`src/rtl/psr_pkg.sv`:
```
package psr_pkg;

    localparam int BYTE_W = 8;
    localparam int WORD_W = 16;
    localparam logic [6:0] ALERT_RESP_ADDR = 7'b0001100;

    typedef enum logic [2:0] {
        ST_IDLE, ST_RX, ST_ACK_OUT, ST_TX, ST_ACK_IN, ST_WAIT
    } link_st_t;

    typedef enum logic [2:0] {
        PH_ADDR, PH_PTR, PH_DHI, PH_DLO, PH_RDHI, PH_RDLO, PH_ARA
    } phase_t;

    typedef enum logic [1:0] {ACC_RW, ACC_RO, ACC_WO, ACC_NONE} access_t;

    function automatic access_t acc_decode(input logic ro, input logic wo);
        if (ro && wo) return ACC_NONE;
        if (ro)       return ACC_RO;
        if (wo)       return ACC_WO;
        return ACC_RW;
    endfunction

endpackage

```
`src/rtl/psr_line_sync.sv`:
```
module psr_line_sync #(
    parameter int SYNC_STAGES = 2
) (
    input  logic clk,
    input  logic rst,
    input  logic scl_in,
    input  logic sda_in,
    output logic sda_s,
    output logic scl_rise,
    output logic scl_fall,
    output logic start_det,
    output logic stop_det
);
    localparam int DEPTH = SYNC_STAGES + 1;

    logic [DEPTH-1:0] scl_pipe, sda_pipe;

    always_ff @(posedge clk) begin
        if (rst) begin
            scl_pipe <= '1;
            sda_pipe <= '1;
        end else begin
            scl_pipe <= {scl_pipe[DEPTH-2:0], scl_in};
            sda_pipe <= {sda_pipe[DEPTH-2:0], sda_in};
        end
    end

    logic scl_now, scl_old, sda_now, sda_old;
    assign scl_now = scl_pipe[DEPTH-2];
    assign scl_old = scl_pipe[DEPTH-1];
    assign sda_now = sda_pipe[DEPTH-2];
    assign sda_old = sda_pipe[DEPTH-1];

    assign sda_s     = sda_now;
    assign scl_rise  = scl_now & ~scl_old;
    assign scl_fall  = ~scl_now & scl_old;
    assign start_det = scl_now & scl_old & sda_old & ~sda_now;
    assign stop_det  = scl_now & scl_old & ~sda_old & sda_now;
endmodule

```
`src/rtl/psr_link.sv`:
```
module psr_link
    import psr_pkg::*;
#(
    parameter int NUM_REGS = 8,
    parameter logic [NUM_REGS-1:0] RO_MASK = '0,
    parameter logic [NUM_REGS-1:0] WO_MASK = '0
) (
    input  logic              clk,
    input  logic              rst,
    input  logic              sda_s,
    input  logic              scl_rise,
    input  logic              scl_fall,
    input  logic              start_det,
    input  logic              stop_det,
    input  logic [6:0]        dev_addr,
    input  logic              alert_active,
    input  logic [WORD_W-1:0] rf_rdata,
    output logic [BYTE_W-1:0] ptr,
    output logic [WORD_W-1:0] wdata,
    output logic              we,
    output logic              sda_oe,
    output logic              ara_done
);
    link_st_t          st, fol_st;
    phase_t            ph;
    logic [3:0]        cnt;
    logic [BYTE_W-1:0] rx_sh, tx_sh, rd_lo, hi_q;
    logic              m_ack;

    // access class of the slot the pointer selects
    access_t acc;
    always_comb begin
        acc = ACC_NONE;
        for (int i = 0; i < NUM_REGS; i++)
            if (ptr == BYTE_W'(i)) acc = acc_decode(RO_MASK[i], WO_MASK[i]);
    end

    logic              can_rd, can_wr;
    logic [WORD_W-1:0] rd_val;
    assign can_rd = (acc == ACC_RW) || (acc == ACC_RO);
    assign can_wr = (acc == ACC_RW) || (acc == ACC_WO);
    assign rd_val = can_rd ? rf_rdata : '0;

    always_ff @(posedge clk) begin
        if (rst) begin
            st <= ST_IDLE;  fol_st <= ST_IDLE;  ph <= PH_ADDR;
            cnt <= '0;  rx_sh <= '0;  tx_sh <= '0;  rd_lo <= '0;  hi_q <= '0;
            ptr <= '0;  wdata <= '0;  we <= 1'b0;  sda_oe <= 1'b0;
            m_ack <= 1'b0;  ara_done <= 1'b0;
        end else begin
            we       <= 1'b0;
            ara_done <= 1'b0;
            if (start_det) begin
                st <= ST_RX;  ph <= PH_ADDR;  cnt <= '0;  sda_oe <= 1'b0;
            end else if (stop_det) begin
                st <= ST_IDLE;  sda_oe <= 1'b0;
            end else begin
                case (st)
                    ST_RX: begin
                        if (scl_rise) begin
                            rx_sh <= {rx_sh[BYTE_W-2:0], sda_s};
                            cnt   <= cnt + 4'd1;
                        end else if (scl_fall && cnt == 4'd8) begin
                            sda_oe <= 1'b1;
                            st     <= ST_ACK_OUT;
                            fol_st <= ST_RX;
                            case (ph)
                                PH_ADDR: begin
                                    if (rx_sh[7:1] == dev_addr) begin
                                        if (rx_sh[0]) begin
                                            fol_st <= ST_TX;
                                            ph     <= PH_RDHI;
                                            tx_sh  <= rd_val[WORD_W-1:BYTE_W];
                                            rd_lo  <= rd_val[BYTE_W-1:0];
                                        end else begin
                                            ph <= PH_PTR;
                                        end
                                    end else if (rx_sh[7:1] == ALERT_RESP_ADDR
                                                 && rx_sh[0] && alert_active) begin
                                        fol_st <= ST_TX;
                                        ph     <= PH_ARA;
                                        tx_sh  <= {dev_addr, 1'b0};
                                    end else begin
                                        sda_oe <= 1'b0;
                                        st     <= ST_IDLE;
                                    end
                                end
                                PH_PTR: begin
                                    ptr <= rx_sh;
                                    ph  <= PH_DHI;
                                end
                                PH_DHI: begin
                                    hi_q <= rx_sh;
                                    ph   <= PH_DLO;
                                end
                                default: begin
                                    wdata  <= {hi_q, rx_sh};
                                    we     <= can_wr;
                                    fol_st <= ST_WAIT;
                                end
                            endcase
                        end
                    end
                    ST_ACK_OUT: begin
                        if (scl_fall) begin
                            st     <= fol_st;
                            cnt    <= '0;
                            sda_oe <= (fol_st == ST_TX) ? ~tx_sh[BYTE_W-1] : 1'b0;
                        end
                    end
                    ST_TX: begin
                        if (scl_rise) begin
                            cnt <= cnt + 4'd1;
                        end else if (scl_fall) begin
                            if (cnt == 4'd8) begin
                                st     <= ST_ACK_IN;
                                sda_oe <= 1'b0;
                            end else begin
                                tx_sh  <= {tx_sh[BYTE_W-2:0], 1'b0};
                                sda_oe <= ~tx_sh[BYTE_W-2];
                            end
                        end
                    end
                    ST_ACK_IN: begin
                        if (scl_rise) begin
                            m_ack    <= ~sda_s;
                            ara_done <= (ph == PH_ARA);
                        end else if (scl_fall) begin
                            if (ph == PH_RDHI && m_ack) begin
                                st     <= ST_TX;
                                ph     <= PH_RDLO;
                                cnt    <= '0;
                                tx_sh  <= rd_lo;
                                sda_oe <= ~rd_lo[BYTE_W-1];
                            end else begin
                                st <= ST_WAIT;
                            end
                        end
                    end
                    default: ;
                endcase
            end
        end
    end
endmodule

```
`src/rtl/psr_alert.sv`:
```
module psr_alert (
    input  logic clk,
    input  logic rst,
    input  logic set_req,
    input  logic clr_req,
    output logic active
);
    always_ff @(posedge clk) begin
        if (rst)           active <= 1'b0;
        else if (set_req)  active <= 1'b1;
        else if (clr_req)  active <= 1'b0;
    end
endmodule

```
`src/rtl/ptr_reg_smbus_slave.sv`:
```
module ptr_reg_smbus_slave
    import psr_pkg::*;
#(
    parameter int NUM_REGS = 8,
    parameter int SYNC_STAGES = 2,
    parameter logic [NUM_REGS-1:0] RO_MASK = 8'b0000_0011,
    parameter logic [NUM_REGS-1:0] WO_MASK = 8'b0001_0000
) (
    input  logic        clk,
    input  logic        rst,
    input  logic        scl_in,
    input  logic        sda_in,
    output logic        sda_oe,
    input  logic [6:0]  dev_addr,
    output logic [7:0]  rf_addr,
    output logic [15:0] rf_wdata,
    output logic        rf_we,
    input  logic [15:0] rf_rdata,
    input  logic        alert_set,
    output logic        alert_n
);
    logic sda_s, scl_rise, scl_fall, start_det, stop_det;
    logic alert_active, ara_done;

    psr_line_sync #(.SYNC_STAGES(SYNC_STAGES)) sync_i (
        .clk(clk), .rst(rst), .scl_in(scl_in), .sda_in(sda_in),
        .sda_s(sda_s), .scl_rise(scl_rise), .scl_fall(scl_fall),
        .start_det(start_det), .stop_det(stop_det)
    );

    psr_link #(.NUM_REGS(NUM_REGS), .RO_MASK(RO_MASK), .WO_MASK(WO_MASK)) link_i (
        .clk(clk), .rst(rst), .sda_s(sda_s), .scl_rise(scl_rise),
        .scl_fall(scl_fall), .start_det(start_det), .stop_det(stop_det),
        .dev_addr(dev_addr), .alert_active(alert_active), .rf_rdata(rf_rdata),
        .ptr(rf_addr), .wdata(rf_wdata), .we(rf_we), .sda_oe(sda_oe),
        .ara_done(ara_done)
    );

    psr_alert alert_i (
        .clk(clk), .rst(rst), .set_req(alert_set), .clr_req(ara_done),
        .active(alert_active)
    );

    assign alert_n = ~alert_active;
endmodule

```
`config.mk`:
```
export PLATFORM = sky130hd
export DESIGN_NAME = ptr_reg_smbus_slave
export DESIGN_NICKNAME = d
export VERILOG_FILES = /design/src/rtl/psr_pkg.sv /design/src/rtl/psr_line_sync.sv /design/src/rtl/psr_link.sv /design/src/rtl/psr_alert.sv /design/src/rtl/ptr_reg_smbus_slave.sv
export SDC_FILE = /design/constraint.sdc
export NUM_CORES = 1
export LEC_CHECK = 0
export BUFFER_PORTS_ARGS = -buffer_cell sky130_fd_sc_hd__buf_2
export CAP_MARGIN = 25
export CORE_ASPECT_RATIO = 0.7
export CORE_MARGIN = 2
export CORE_UTILIZATION = 61
export DETAILED_ROUTE_END_ITERATION = 8
export GPL_ROUTABILITY_DRIVEN = 0
export HOLD_SLACK_MARGIN = 0.1
export PLACE_DENSITY_LB_ADDON = 0.15
export REMOVE_ABC_BUFFERS = 1
export SLEW_MARGIN = 0
export SYNTH_ARGS = -nofsm -noshare
export SYNTH_HDL_FRONTEND = slang
export SYNTH_SLANG_ARGS = --single-unit
export TNS_END_PERCENT = 20
```
`constraint.sdc`:
```
create_clock -name clk -period 6.3 [get_ports clk]
set_input_delay 1.26 -clock clk [delete_from_list [all_inputs] [get_ports clk]]
set_output_delay 1.26 -clock clk [all_outputs]
set_load 0.02 [all_outputs]
```
# After elaboration in Yosys (flattened, before gate mapping)
# Cells that the tools add are included.
# totals
in_bits	28
elab_cells	200
output_inout_bits	27
register_bits	80
# op_classes
n_addsub	1
n_reduce_logical	35
n_bitwise	22
eq_ne	45
mux	79
# op_table
cell	n
$mux W8	12
$mux W3	20
$reduce_and A9 Y1	4
$eq A8 B3 Y1 const B	4
$mux W2	12
$pmux W8 S3	1
$mux W1	22
$mux W4	5
$ne A4 B1 Y1 const B	5
$reduce_and A6 Y1	3
$eq A8 B2 Y1 const B	2
$mux W16	1
$ne A2 B1 Y1 const B	8
$not A1 Y1	15
$reduce_and A14 Y1	1
$eq A3 B2 Y1 const B	4
$ne A4 B4 Y1 const B	3
$pmux W3 S2	2
$pmux W3 S4	1
$pmux W4 S3	1
$eq A3 B3 Y1 const B	3
$pmux W3 S3	1
$reduce_or A9 Y1	1
$eq A8 B1 Y1 const B	1
other kinds (30)	50

# Longest topological paths before layout
# Gate-level depths: netlist of run 1.
# logic_depth
ltp_word	20
mapped_depth	9
depth_no_buf	7

# Cells and area by module
# Synthesis of run 1 repeated with hierarchy kept, for this count alone.
# unflattened
cells_unflattened	430
area_unflattened_um2	3722.3
# by_module_without_submodules
module	n_inst	cells_each	area_per_inst_um2	seq_area_each_um2
psr_link	1	409	3489.6	1461.4
psr_line_sync	1	16	190.2	120.1
psr_alert	1	4	38.8	20.0
ptr_reg_smbus_slave	1	1	3.8	0.0

# Least setup slack after synthesis of run 1
# OpenSTA, ideal clock, no wires.
# synth_timing
kind	input to register
startpoint	input port dev_addr[0]
endpoint	register link_i.tx_sh[0]
arrival_ns	2.542
cell_stages	5
setup_ns	0.121
t_required_ns	6.179
path_buffers	0
path_slack_ns	3.637
path_cell_list	xnor2_1 > nand4_1 > o21ai_0 > o211a_1 > mux2_2
# synth_between
elab_chain_len	6
elab_cells_between_ends	9
cone_classes	3 x eq/ne; 5 x mux; 1 x reduce/logical
# synth_rtl
item	line	source
start: declaration	ptr_reg_smbus_slave.sv:14	input logic [6:0] dev_addr,
$eq A7 B7 Y1 *	psr_link.sv:69	if (rx_sh[7:1] == dev_addr) begin
$mux W8	psr_link.sv:69	
$mux W8	psr_link.sv:67	case (ph)
$mux W8	psr_link.sv:63	end else if (scl_fall && cnt == 4'd8) begin
$mux W8	psr_link.sv:60	if (scl_rise) begin
$pmux W8 S3	psr_link.sv:58	case (st)
end signal: assignment	psr_link.sv:73	tx_sh <= rd_val[WORD_W-1:BYTE_W];
end signal: assignment	psr_link.sv:82	tx_sh <= {dev_addr, 1'b0};
end signal: assignment	psr_link.sv:119	tx_sh <= {tx_sh[BYTE_W-2:0], 1'b0};
end: declaration	psr_link.sv:27	logic [BYTE_W-1:0] rx_sh, tx_sh, rd_lo, hi_q;
# Mark *: on every way between the ends. The rest lies on a longest branch, timed or not. The select of a mux whose other input is x is not followed.
# A chain may end at the register's enable or synchronous reset.

# Final worst setup path of run 1
# layout_timing
startpoint	input port dev_addr[1]
endpoint	register link_i.tx_sh[0]
# Same word-level chain as after synthesis.

==> results by group, run 1 <==
Outcome
  – Run status: complete, no violations

Clock network
  – Root buffer cell: clkbuf_8
  – Clk slew on worst S/H paths: 0.08 ns
  – CTS Sinks: 80
  – Clk buf depth: 2
  – Hold buffers post-CTS: 0
  – Cts bufs inserted: 9
  – CTS tree: done
  – Number of setup buffers added after CTS: 0
  – H-tree depth: 3
  – Worst-Skew Late Latency: 0.36 ns
  – Resized cells post-CTS: 0

Yosys
  – Syn avg cell area: 8.03 um^2
  – Area leader, netlist: dfxtp_1
  – Synth top area share: 41.6%
  – Synthesis-stage register bit count: 80
  – Synth area leaders: dfxtp_1 (42%), a21oi_1 (7.9%), nand2_1 (6.2%)
  – Mapped Cells: 480
  – Syn. warnings: 0
  – Count leader, synth: dfxtp_1
  – Main flop type after synthesis: dfxtp_1
  – Yosys cell types: 58
  – Number of synthesized flops with an enable pin: 0
  – Sequential area share after synthesis: 41.6%
  – Synth top cells by count: dfxtp_1 (80), nand2_1 (64), a21oi_1 (61), nor2_1 (40), o21ai_0 (26)
  – Ys async rst share: 0%
  – Mapped cell area: 0.00385 mm^2

Critical path
  – Startpoint types: input port
  – Largest delay share family, worst path: compound AO/OA/AOI/OAI gates
  – Kind of end point of the critical path: flip-flop
  – WS Path Type: input port to flip-flop
  – Crit path buf inv count: 1
  – Req. time, crit path: 6.55 ns
  – R2R setup slack: 3.37 ns
  – Data arrival, critical path: 3.18 ns
  – CP cell instances: buf_2 > xnor2_1 > nand4_1 > o21ai_0 > o211a_1 > mux2_2
  – Crit-path max FO: 13
  – Max incr delay on CP: 0.49 ns
  – Slowest-stage cell, CP: nand4_1

Place
  – Cell Area, Placed: 0.00410 mm^2
  – Post-DP HPWL: 7010 um
  – PortBufs: 54

Floorplan
  – Starting Density: 62.6%
  – Die area: 0.00698 mm^2
  – DIE HEIGHT: 70.5 um
  – Core Region: 0.00616 mm^2
  – Die Wd: 99.0 um
  – Row count: 24
  – IO Count: 55

Pwr
  – Power Internal: 757 uW
  – Combinational share of power: 4.6%
  – Sw Pwr: 241 uW
  – Highest ir drop seen on vdd: 0.160 mV
  – Flop pwr share: 51.2%
  – Clock power frac: 44.1%
  – Leakage: 1.71 nW
  – Sw frac: 24.2%
  – Pwr dens: 230 mW/mm^2

Timing
  – FMAX: 341 MHz
  – Final worst-path cycle share: 46.5%
  – Pins Over Slew Limit: 0
  – Slew @ Worst Pin: 0.928 ns
  – Relative slew slack: 38.1%
  – Final setup TNS: 0 ns
  – Endpoints failing hold: 0
  – # setup viols final: 0
  – Fin Clk Skew: 0.00916 ns
  – Post-layout min period: 2.93 ns
  – RSZ-0062 raised after global routing: no

Layout
  – Area delta synth->final: 12.4%
  – Area of the multi-input gates: 0.00207 mm^2
  – Reg area: 0.00160 mm^2
  – Share of layout cells above drive strength 1: 16.4%
  – Post-route cell area: 0.00433 mm^2
  – Post-layout util: 70.3%
  – Diode count: 0
  – Number of fill cells: 497
  – Final net count: 544

GRT
  – Overflow left after global routing: 0
  – GRT Resource Usage Total: 30.3%
  – First-pass GRT wire length: 16900 um
  – Largest net degree at the start of global routing: 65
  – Initial antenna violation count: 0
  – Vias in the first global route: 3436

Detailed routing
  – Drc violations: 0
  – Drt initial violations: 364
  – Via count: 3807
  – Final WL: 10000 um
  – Routed wire per std cell: 16.8 um
  – DR vias/cell: 6.38
  – Post-DRT Antenna Nets: 0
  – First-pass DRT Iterations: 5

Worst hold path
  – Worst hold path class: flip-flop to flip-flop

Run
  – Max_cap viols: 0
## state kept, by name, summed over array words and instances (netlist names)
register and cells:
alert_i.active 1, sync_i.sda_pipe 3, sync_i.scl_pipe 3, link_i.ph 3
link_i.ara_done 1, link_i.we 1, link_i.st 3, link_i.fol_st 3
link_i.rx_sh 8, link_i.hi_q 8, link_i.m_ack 1, link_i.rd_lo 8
link_i.sda_oe 1, link_i.cnt 4, link_i.wdata 16, link_i.tx_sh 8
link_i.ptr 8
## worst reg2reg max path, stage by stage, from the launching register on
cell and delay [ns]:
dfxtp_1 0.52, or3b_1 0.60, nor3_1 0.60, and2_0 0.82, nand2_1 0.16, a21oi_1 0.16
## final cells by class
class	count	share of cell area [%]
clock inverters	7	2.49
repair buffers	56	6.59
clock buffers	9	2.86
inverters	11	0.954
multi-input cells	356	47.9
flip-flops and latches	80	37.0
well taps	78	2.25
## through the flow
stage	cells	setup slack, ns	hold WS, ns	total power, mW
after floorplan	447	3.55	0.389	0.545
after global routing	597	3.20	0.443	1.03
after global placement	581	3.20	0.391	0.567
after CTS	597	3.42	0.430	0.999
after detailed placement	581	3.05	0.399	0.568
final	597	3.37	0.423	0.998
## per-layer routing
metal  vias up  global-route usage [%]  share of wire [%]
met5         -                       0                  0
met4         0                    9.44                2.5
met3        29                    6.81                9.8
met2       216                    46.0                 44
met1      1762                    42.9                 44
li1       1800                       -                  -
## logic make-up after synthesis
group / share of synthesized area, %
and+or+nand+nor: 23.2
AOI/OAI and AO/OA: 23.4
DFF: 41.6
buffers and inverters: 4.64
muxes: 4.74
xor gates and xnor gates: 1.82
adders and majority gates: 0.649
## worst paths after layout
kind | from | end | depth (start not counted)
min reg2reg | sync_i.scl_pipe[0] | sync_i.scl_pipe[1] | 1
max reg2reg | link_i.st[1] | link_i.wdata[6] | 5
min | sync_i.scl_pipe[0] | sync_i.scl_pipe[1] | 1
max | dev_addr[1] | link_i.tx_sh[0] | 6
## power groups by stage
stage               combinational (mW)  clock, mW  sequential, mW
CTS                             0.0450      0.443           0.511
detailed placement              0.0447          0           0.523
global route                    0.0507      0.468           0.512
finish                          0.0461      0.440           0.511
global placement                0.0436          0           0.523
floorplan                       0.0227          0           0.522
## layout by cell type (no fill, tap or decap), types with 3 or more instances in the layout
master and n:
xnor2_1 8, and3_1 3, nand2_1 64, nand3_1 23, a22oi_1 7, nand4b_1 3
o2111ai_1 7, or2_2 5, nand2b_1 4, nand4_1 5, dfxtp_1 80, nor2b_1 7
nor2_1 40, clkbuf_8 9, mux2i_1 16, or3_1 3, a31oi_1 17, nor3b_1 3
o211ai_1 9, a21oi_1 61, a211oi_1 4, inv_1 10, buf_2 54, o21ai_0 26
a21o_1 3
No activity file was read; power rests on OpenSTA's default activity.
==> run 2: changes to the inputs <==
--- a/config.mk
+++ b/config.mk
@@ -9,7 +9,7 @@
 export CAP_MARGIN = 25
 export CORE_ASPECT_RATIO = 0.7
 export CORE_MARGIN = 2
-export CORE_UTILIZATION = 61
+export CORE_UTILIZATION = 57
 export DETAILED_ROUTE_END_ITERATION = 8
 export GPL_ROUTABILITY_DRIVEN = 0
 export HOLD_SLACK_MARGIN = 0.1
==> constraint.sdc (replaced) <==
create_clock -name clk -period 2.9 [get_ports clk]
set_input_delay 0.58 -clock clk [delete_from_list [all_inputs] [get_ports clk]]
set_output_delay 0.58 -clock clk [all_outputs]
set_load 0.02 [all_outputs]
==> run 2 against run 1 <==
Net effect:
- worst setup slack got worse by 2.9 ns
- non-clock buffer count is 8 higher
- final cell count increased by 4.0%
- final area rose by 0.58%
- clock power rose by 72%
- core utilization decreased by 4.7 points
- critical path type is now flip-flop to flip-flop
- largest cell class unchanged
==> results by group, run 2 (synthesized netlist as in run 1, its figures left out) <==
Detailed routing
  – Via count: 3744
  – Drt initial violations: 274
  – DR vias/cell: 6.03
  – Final WL: 9890 um
  – Routed wire per std cell: 15.9 um
  – Drc violations: 0
  – Post-DRT Antenna Nets: 0
  – First-pass DRT Iterations: 5

Timing
  – Final worst-path cycle share: 84.2%
  – Pins Over Slew Limit: 0
  – Fin Clk Skew: 0.00947 ns
  – Post-layout min period: 2.44 ns
  – Relative slew slack: 57.6%
  – # setup viols final: 0
  – FMAX: 409 MHz
  – Slew @ Worst Pin: 0.635 ns
  – RSZ-0062 raised after global routing: no
  – Final setup TNS: 0 ns
  – Endpoints failing hold: 0

Floorplan
  – Core Region: 0.00663 mm^2
  – Die area: 0.00744 mm^2
  – Die Wd: 102 um
  – Row count: 25
  – Starting Density: 58.1%
  – IO Count: 55
  – DIE HEIGHT: 72.8 um

Clock network
  – Worst-Skew Late Latency: 0.35 ns
  – Clk buf depth: 2
  – Clk slew on worst S/H paths: 0.09 ns
  – Root buffer cell: clkbuf_8
  – Number of setup buffers added after CTS: 0
  – H-tree depth: 3
  – CTS tree: done
  – Hold buffers post-CTS: 0
  – Cts bufs inserted: 9
  – Resized cells post-CTS: 0
  – CTS Sinks: 80

GRT
  – GRT Resource Usage Total: 27.8%
  – Vias in the first global route: 3321
  – First-pass GRT wire length: 16200 um
  – Overflow left after global routing: 0
  – Initial antenna violation count: 0
  – Largest net degree at the start of global routing: 29

Layout
  – Top reg by flops: link_i.wdata
  – Final non-filler cell total: 621
  – Diode count: 0
  – Post-route cell area: 0.00435 mm^2
  – Area delta synth->final: 13.0%
  – Number of fill cells: 588
  – Share of layout cells above drive strength 1: 17.6%
  – Area of the multi-input gates: 0.00207 mm^2
  – Reg area: 0.00160 mm^2
  – Most common cell after layout, fill and taps aside: dfxtp_1
  – Most frequent cells in the layout: dfxtp_1 (80), nand2_1 (64), a21oi_1 (61)
  – Largest register FFs: 16
  – Final net count: 552

Pwr
  – Pwr dens: 452 mW/mm^2
  – Leakage: 1.73 nW
  – Highest ir drop seen on vdd: 0.248 mV

Place
  – Cell Area, Placed: 0.00418 mm^2
  – PortBufs: 54
  – Post-DP HPWL: 7150 um
  – Post-Place Cells: 605

Critical path
  – Reg2reg path depth: 5
  – Kind of end point of the critical path: flip-flop
  – WS Path Type: flip-flop to flip-flop
  – Startpoint types: flip-flop
  – Req. time, crit path: 3.15 ns
  – Data arrival, critical path: 2.69 ns
  – Crit-path max FO: 10

Worst hold path
  – Worst hold path class: input port to flip-flop
  – Hold path depth: 2

Outcome
  – Run status: complete, no violations

Run
  – Max_cap viols: 0
run 2: changes by cell type in the layout (fill, tap and decap cells not counted), sizes merged:
cell,delta
inv,-1
bufinv,-2
buf,+8
clkinv,+3
run 2: final cells by class:
cell class | count | area share, %
Sequential cell | 80 | 36.8
Clock buffer | 9 | 2.84
Clock inverter | 7 | 1.21
Multi-Input combinational cell | 356 | 47.6
Inverter | 11 | 0.948
Tap cell | 94 | 2.70
Timing Repair Buffer | 64 | 7.93
run 2: per-stage QoR:
stage / util, % / worst slack, ns / power, mW / hold WS, ns
after floorplan: - / 0.597 / 1.18 / 0.389
after global placement: 63.0 / 0.641 / 1.23 / 0.391
after detailed placement: 63.0 / 0.486 / 1.23 / 0.397
after CTS: 65.7 / 0.459 / 1.98 / 0.387
after global routing: 65.7 / 0.295 / 2.04 / 0.391
final: 65.7 / 0.458 / 1.97 / 0.404
run 2: worst paths after layout:
check / from / to / slack, ns
hold reg to reg: sync_i.scl_pipe[0] / sync_i.scl_pipe[1] / 0.42
hold / removal: sda_in / sync_i.sda_pipe[0] / 0.40
setup / recovery: link_i.rx_sh[0] / link_i.tx_sh[0] / 0.46
setup reg to reg: link_i.rx_sh[0] / link_i.tx_sh[0] / 0.46
run 2: layer usage:
layer  share of wire [%]  track usage, %  up-vias
li1                    -               -     1810
met1                  47            40.4     1747
met2                  42            39.7      163
met3                 8.9            7.38       24
met4                 2.0            10.1        0
met5                   0               0        -
run 2: power breakdown:
part / internal, mW / switching, mW / total, mW
sequential: 1.10 / 0.00751 / 1.11
combinational: 0.0397 / 0.0605 / 0.100
clock: 0.318 / 0.438 / 0.756
total: 1.46 / 0.506 / 1.97
run 2: critical path: stages, from the launching register on:
cell and delay (ns):
dfxtp_1 0.53, nor4b_2 0.39, nand4_1 0.34, o21ai_0 0.38
o211a_1 0.34, mux2_2 0.37
==> run 3: changes to the inputs <==
--- a/config.mk
+++ b/config.mk
@@ -5,6 +5,7 @@
 export SDC_FILE = /design/constraint.sdc
 export NUM_CORES = 1
 export LEC_CHECK = 0
+export ABC_AREA = 1
 export BUFFER_PORTS_ARGS = -buffer_cell sky130_fd_sc_hd__buf_2
 export CAP_MARGIN = 25
 export CORE_ASPECT_RATIO = 0.7
==> constraint.sdc (replaced) <==
create_clock -name clk -period 2.3 [get_ports clk]
set_input_delay 0.46 -clock clk [delete_from_list [all_inputs] [get_ports clk]]
set_output_delay 0.46 -clock clk [all_outputs]
set_load 0.02 [all_outputs]
==> run 3 against run 2 <==
Net effect:
- worst hold slack worse by 0.12 ns
- sequential share of layout area down 1.0 points
- non-clock buffer count down 1
- final area grew 2.8%
- maximum frequency is 17% higher
- clock power increased by 51%
- first-iteration DRC count fell by 11%
- core utilization grew 0.91 points
- clock-buffer cell count rose by 4
- critical endpoint is now link_i.rd_lo[2]
==> results by group, run 3 <==
Floorplan
  – IO Count: 55
  – Die Wd: 103 um
  – Core Region: 0.00673 mm^2
  – Row count: 25
  – Starting Density: 58.5%
  – Die area: 0.00759 mm^2
  – DIE HEIGHT: 73.5 um

Timing
  – FMAX: 479 MHz
  – Post-layout min period: 2.09 ns
  – RSZ-0062 raised after global routing: no
  – Pins Over Slew Limit: 0
  – Relative slew slack: 63.3%
  – Final worst-path cycle share: 90.8%
  – Slew @ Worst Pin: 0.549 ns
  – Final setup TNS: 0 ns
  – Endpoints failing hold: 0
  – # setup viols final: 0
  – Fin Clk Skew: 0.0105 ns

Detailed routing
  – Routed wire per std cell: 13.6 um
  – First-pass DRT Iterations: 5
  – Post-DRT Antenna Nets: 0
  – Drt initial violations: 245
  – Final WL: 9790 um
  – DR vias/cell: 5.31
  – Via count: 3814
  – Drc violations: 0

Yosys
  – Ys async rst share: 0%
  – Syn avg cell area: 6.98 um^2
  – Count leader, synth: nand2_1
  – Number of synthesized flops with an enable pin: 0
  – Mapped cell area: 0.00394 mm^2
  – Main flop type after synthesis: dfxtp_1
  – Synth area leaders: dfxtp_1 (41%), nand2_1 (11%), a21oi_1 (7.4%)
  – Area leader, netlist: dfxtp_1
  – Synthesis-stage register bit count: 80
  – Syn. warnings: 0
  – Mapped Cells: 564
  – Synth top cells by count: nand2_1 (114), dfxtp_1 (80), inv_1 (73), nor2_1 (70), a21oi_1 (58)
  – Yosys cell types: 38
  – Sequential area share after synthesis: 40.7%
  – Synth top area share: 40.7%

Clock network
  – Root buffer cell: clkbuf_8
  – CTS tree: done
  – Worst-Skew Late Latency: 0.37 ns
  – Resized cells post-CTS: 0
  – Clk slew on worst S/H paths: 0.08 ns
  – Cts bufs inserted: 9
  – CTS Sinks: 80
  – H-tree depth: 3
  – Hold buffers post-CTS: 0
  – Number of setup buffers added after CTS: 0
  – Clk buf depth: 2

Worst hold path
  – Worst hold path class: input port to flip-flop

Critical path
  – Most frequent CP cell: nand2_1
  – Max incr delay on CP: 0.49 ns
  – CP cell instances: inv_1 > nand2_1 > nand2_1 > nor2_1 > nand2_1 > nor2_4 > nand4_4 > o21ai_0 > a21oi_1
  – Startpoint types: flip-flop
  – Kind of end point of the critical path: flip-flop
  – Data arrival, critical path: 2.34 ns
  – Req. time, crit path: 2.55 ns
  – Crit-path max FO: 16
  – Slowest-stage cell, CP: dfxtp_1
  – WS Path Type: flip-flop to flip-flop

Place
  – PortBufs: 54
  – Post-DP HPWL: 7010 um
  – Cell Area, Placed: 0.00426 mm^2

Layout
  – Post-route cell area: 0.00448 mm^2
  – Most common cell after layout, fill and taps aside: nand2_1
  – Diode count: 0
  – Share of layout cells above drive strength 1: 17.3%
  – Number of fill cells: 624
  – Final net count: 649
  – Largest register FFs: 16
  – Area delta synth->final: 13.8%
  – Top reg by flops: link_i.wdata
  – Most frequent cells in the layout: nand2_1 (114), dfxtp_1 (80), inv_1 (73)

GRT
  – Vias in the first global route: 3293
  – GRT Resource Usage Total: 27.9%
  – Largest net degree at the start of global routing: 38
  – First-pass GRT wire length: 16200 um
  – Initial antenna violation count: 0
  – Overflow left after global routing: 0

Pwr
  – Leakage: 2.07 nW
  – Pwr dens: 886 mW/mm^2
  – Highest ir drop seen on vdd: 0.444 mV

Run
  – Max_cap viols: 0

Outcome
  – Run status: complete, no violations
[run 3: cell types whose count changed after synthesis, moves of 16 or more]
cell	delta
a31oi_1	-17
clkbuf_1	-18
nor2_1	+30
nand2_1	+50
mux2i_1	-16
inv_1	+63
nand3_1	+21
[run 3: worst max-delay path: cells and delay by family (launching register included)]
kind | cells | cell delay [ns]
AND/OR/NAND/NOR | 6 | 1.02
flip-flops | 1 | 0.49
AO/OA/AOI/OAI | 2 | 0.30
buffers and inverters | 1 | 0.15
[run 3: area by class of cell]
class	count	area [um^2]	area share, %
flip-flops and latches	80	1600	35.8
inverters	81	307	6.85
well taps	94	118	2.63
clock buffers	13	149	3.33
clock inverters	3	65.1	1.45
repair buffers	63	338	7.55
multi-input cells	384	1900	42.4
[run 3: cells by family (layout without fill, tap and decap cells)]
group,Yosys count,in the layout,share of synthesized area [%]
and+or+nand+nor,257,257,29.6
AOI/OAI and AO/OA,121,121,17.1
buffers and inverters,100,160,11.0
DFF,80,80,40.7
xor gates and xnor gates,4,4,0.890
adders and majority gates,2,2,0.636
[run 3: layer usage]
layer | vias up | GRT usage (%) | wire [um]
met2 | 163 | 40.7 | 4190
met4 | 0 | 7.75 | 172
met1 | 1705 | 40.5 | 4580
li1 | 1925 | - | -
met3 | 21 | 7.71 | 850
met5 | - | 0 | 0
[run 3: through the flow]
stage	utilization [%]	std cells	total power [mW]	setup slack, ns	hold slack [ns]
finish	66.6	718	3.97	0.211	0.283
global route	66.6	718	4.22	0.0136	0.275
CTS	66.6	718	3.95	0.221	0.278
detailed placement	63.4	702	2.82	0.230	0.399
global placement	63.4	702	2.79	0.229	0.402
floorplan	-	545	2.52	0.436	0.389
[run 3: report_power, final]
part / internal [mW] / switching (mW)
clock: 0.641 / 0.501
combinational: 0.391 / 0.871
sequential: 1.49 / 0.0727
[run 3: worst paths after layout]
check / from / endpoint / slack (ns) / cells after the start
max reg2reg: link_i.rx_sh[1] / link_i.rd_lo[2] / 0.21 / 9
max: link_i.rx_sh[1] / link_i.rd_lo[2] / 0.21 / 9
min: scl_in / sync_i.scl_pipe[0] / 0.28 / 2
min reg2reg: sync_i.scl_pipe[0] / sync_i.scl_pipe[1] / 0.41 / 1
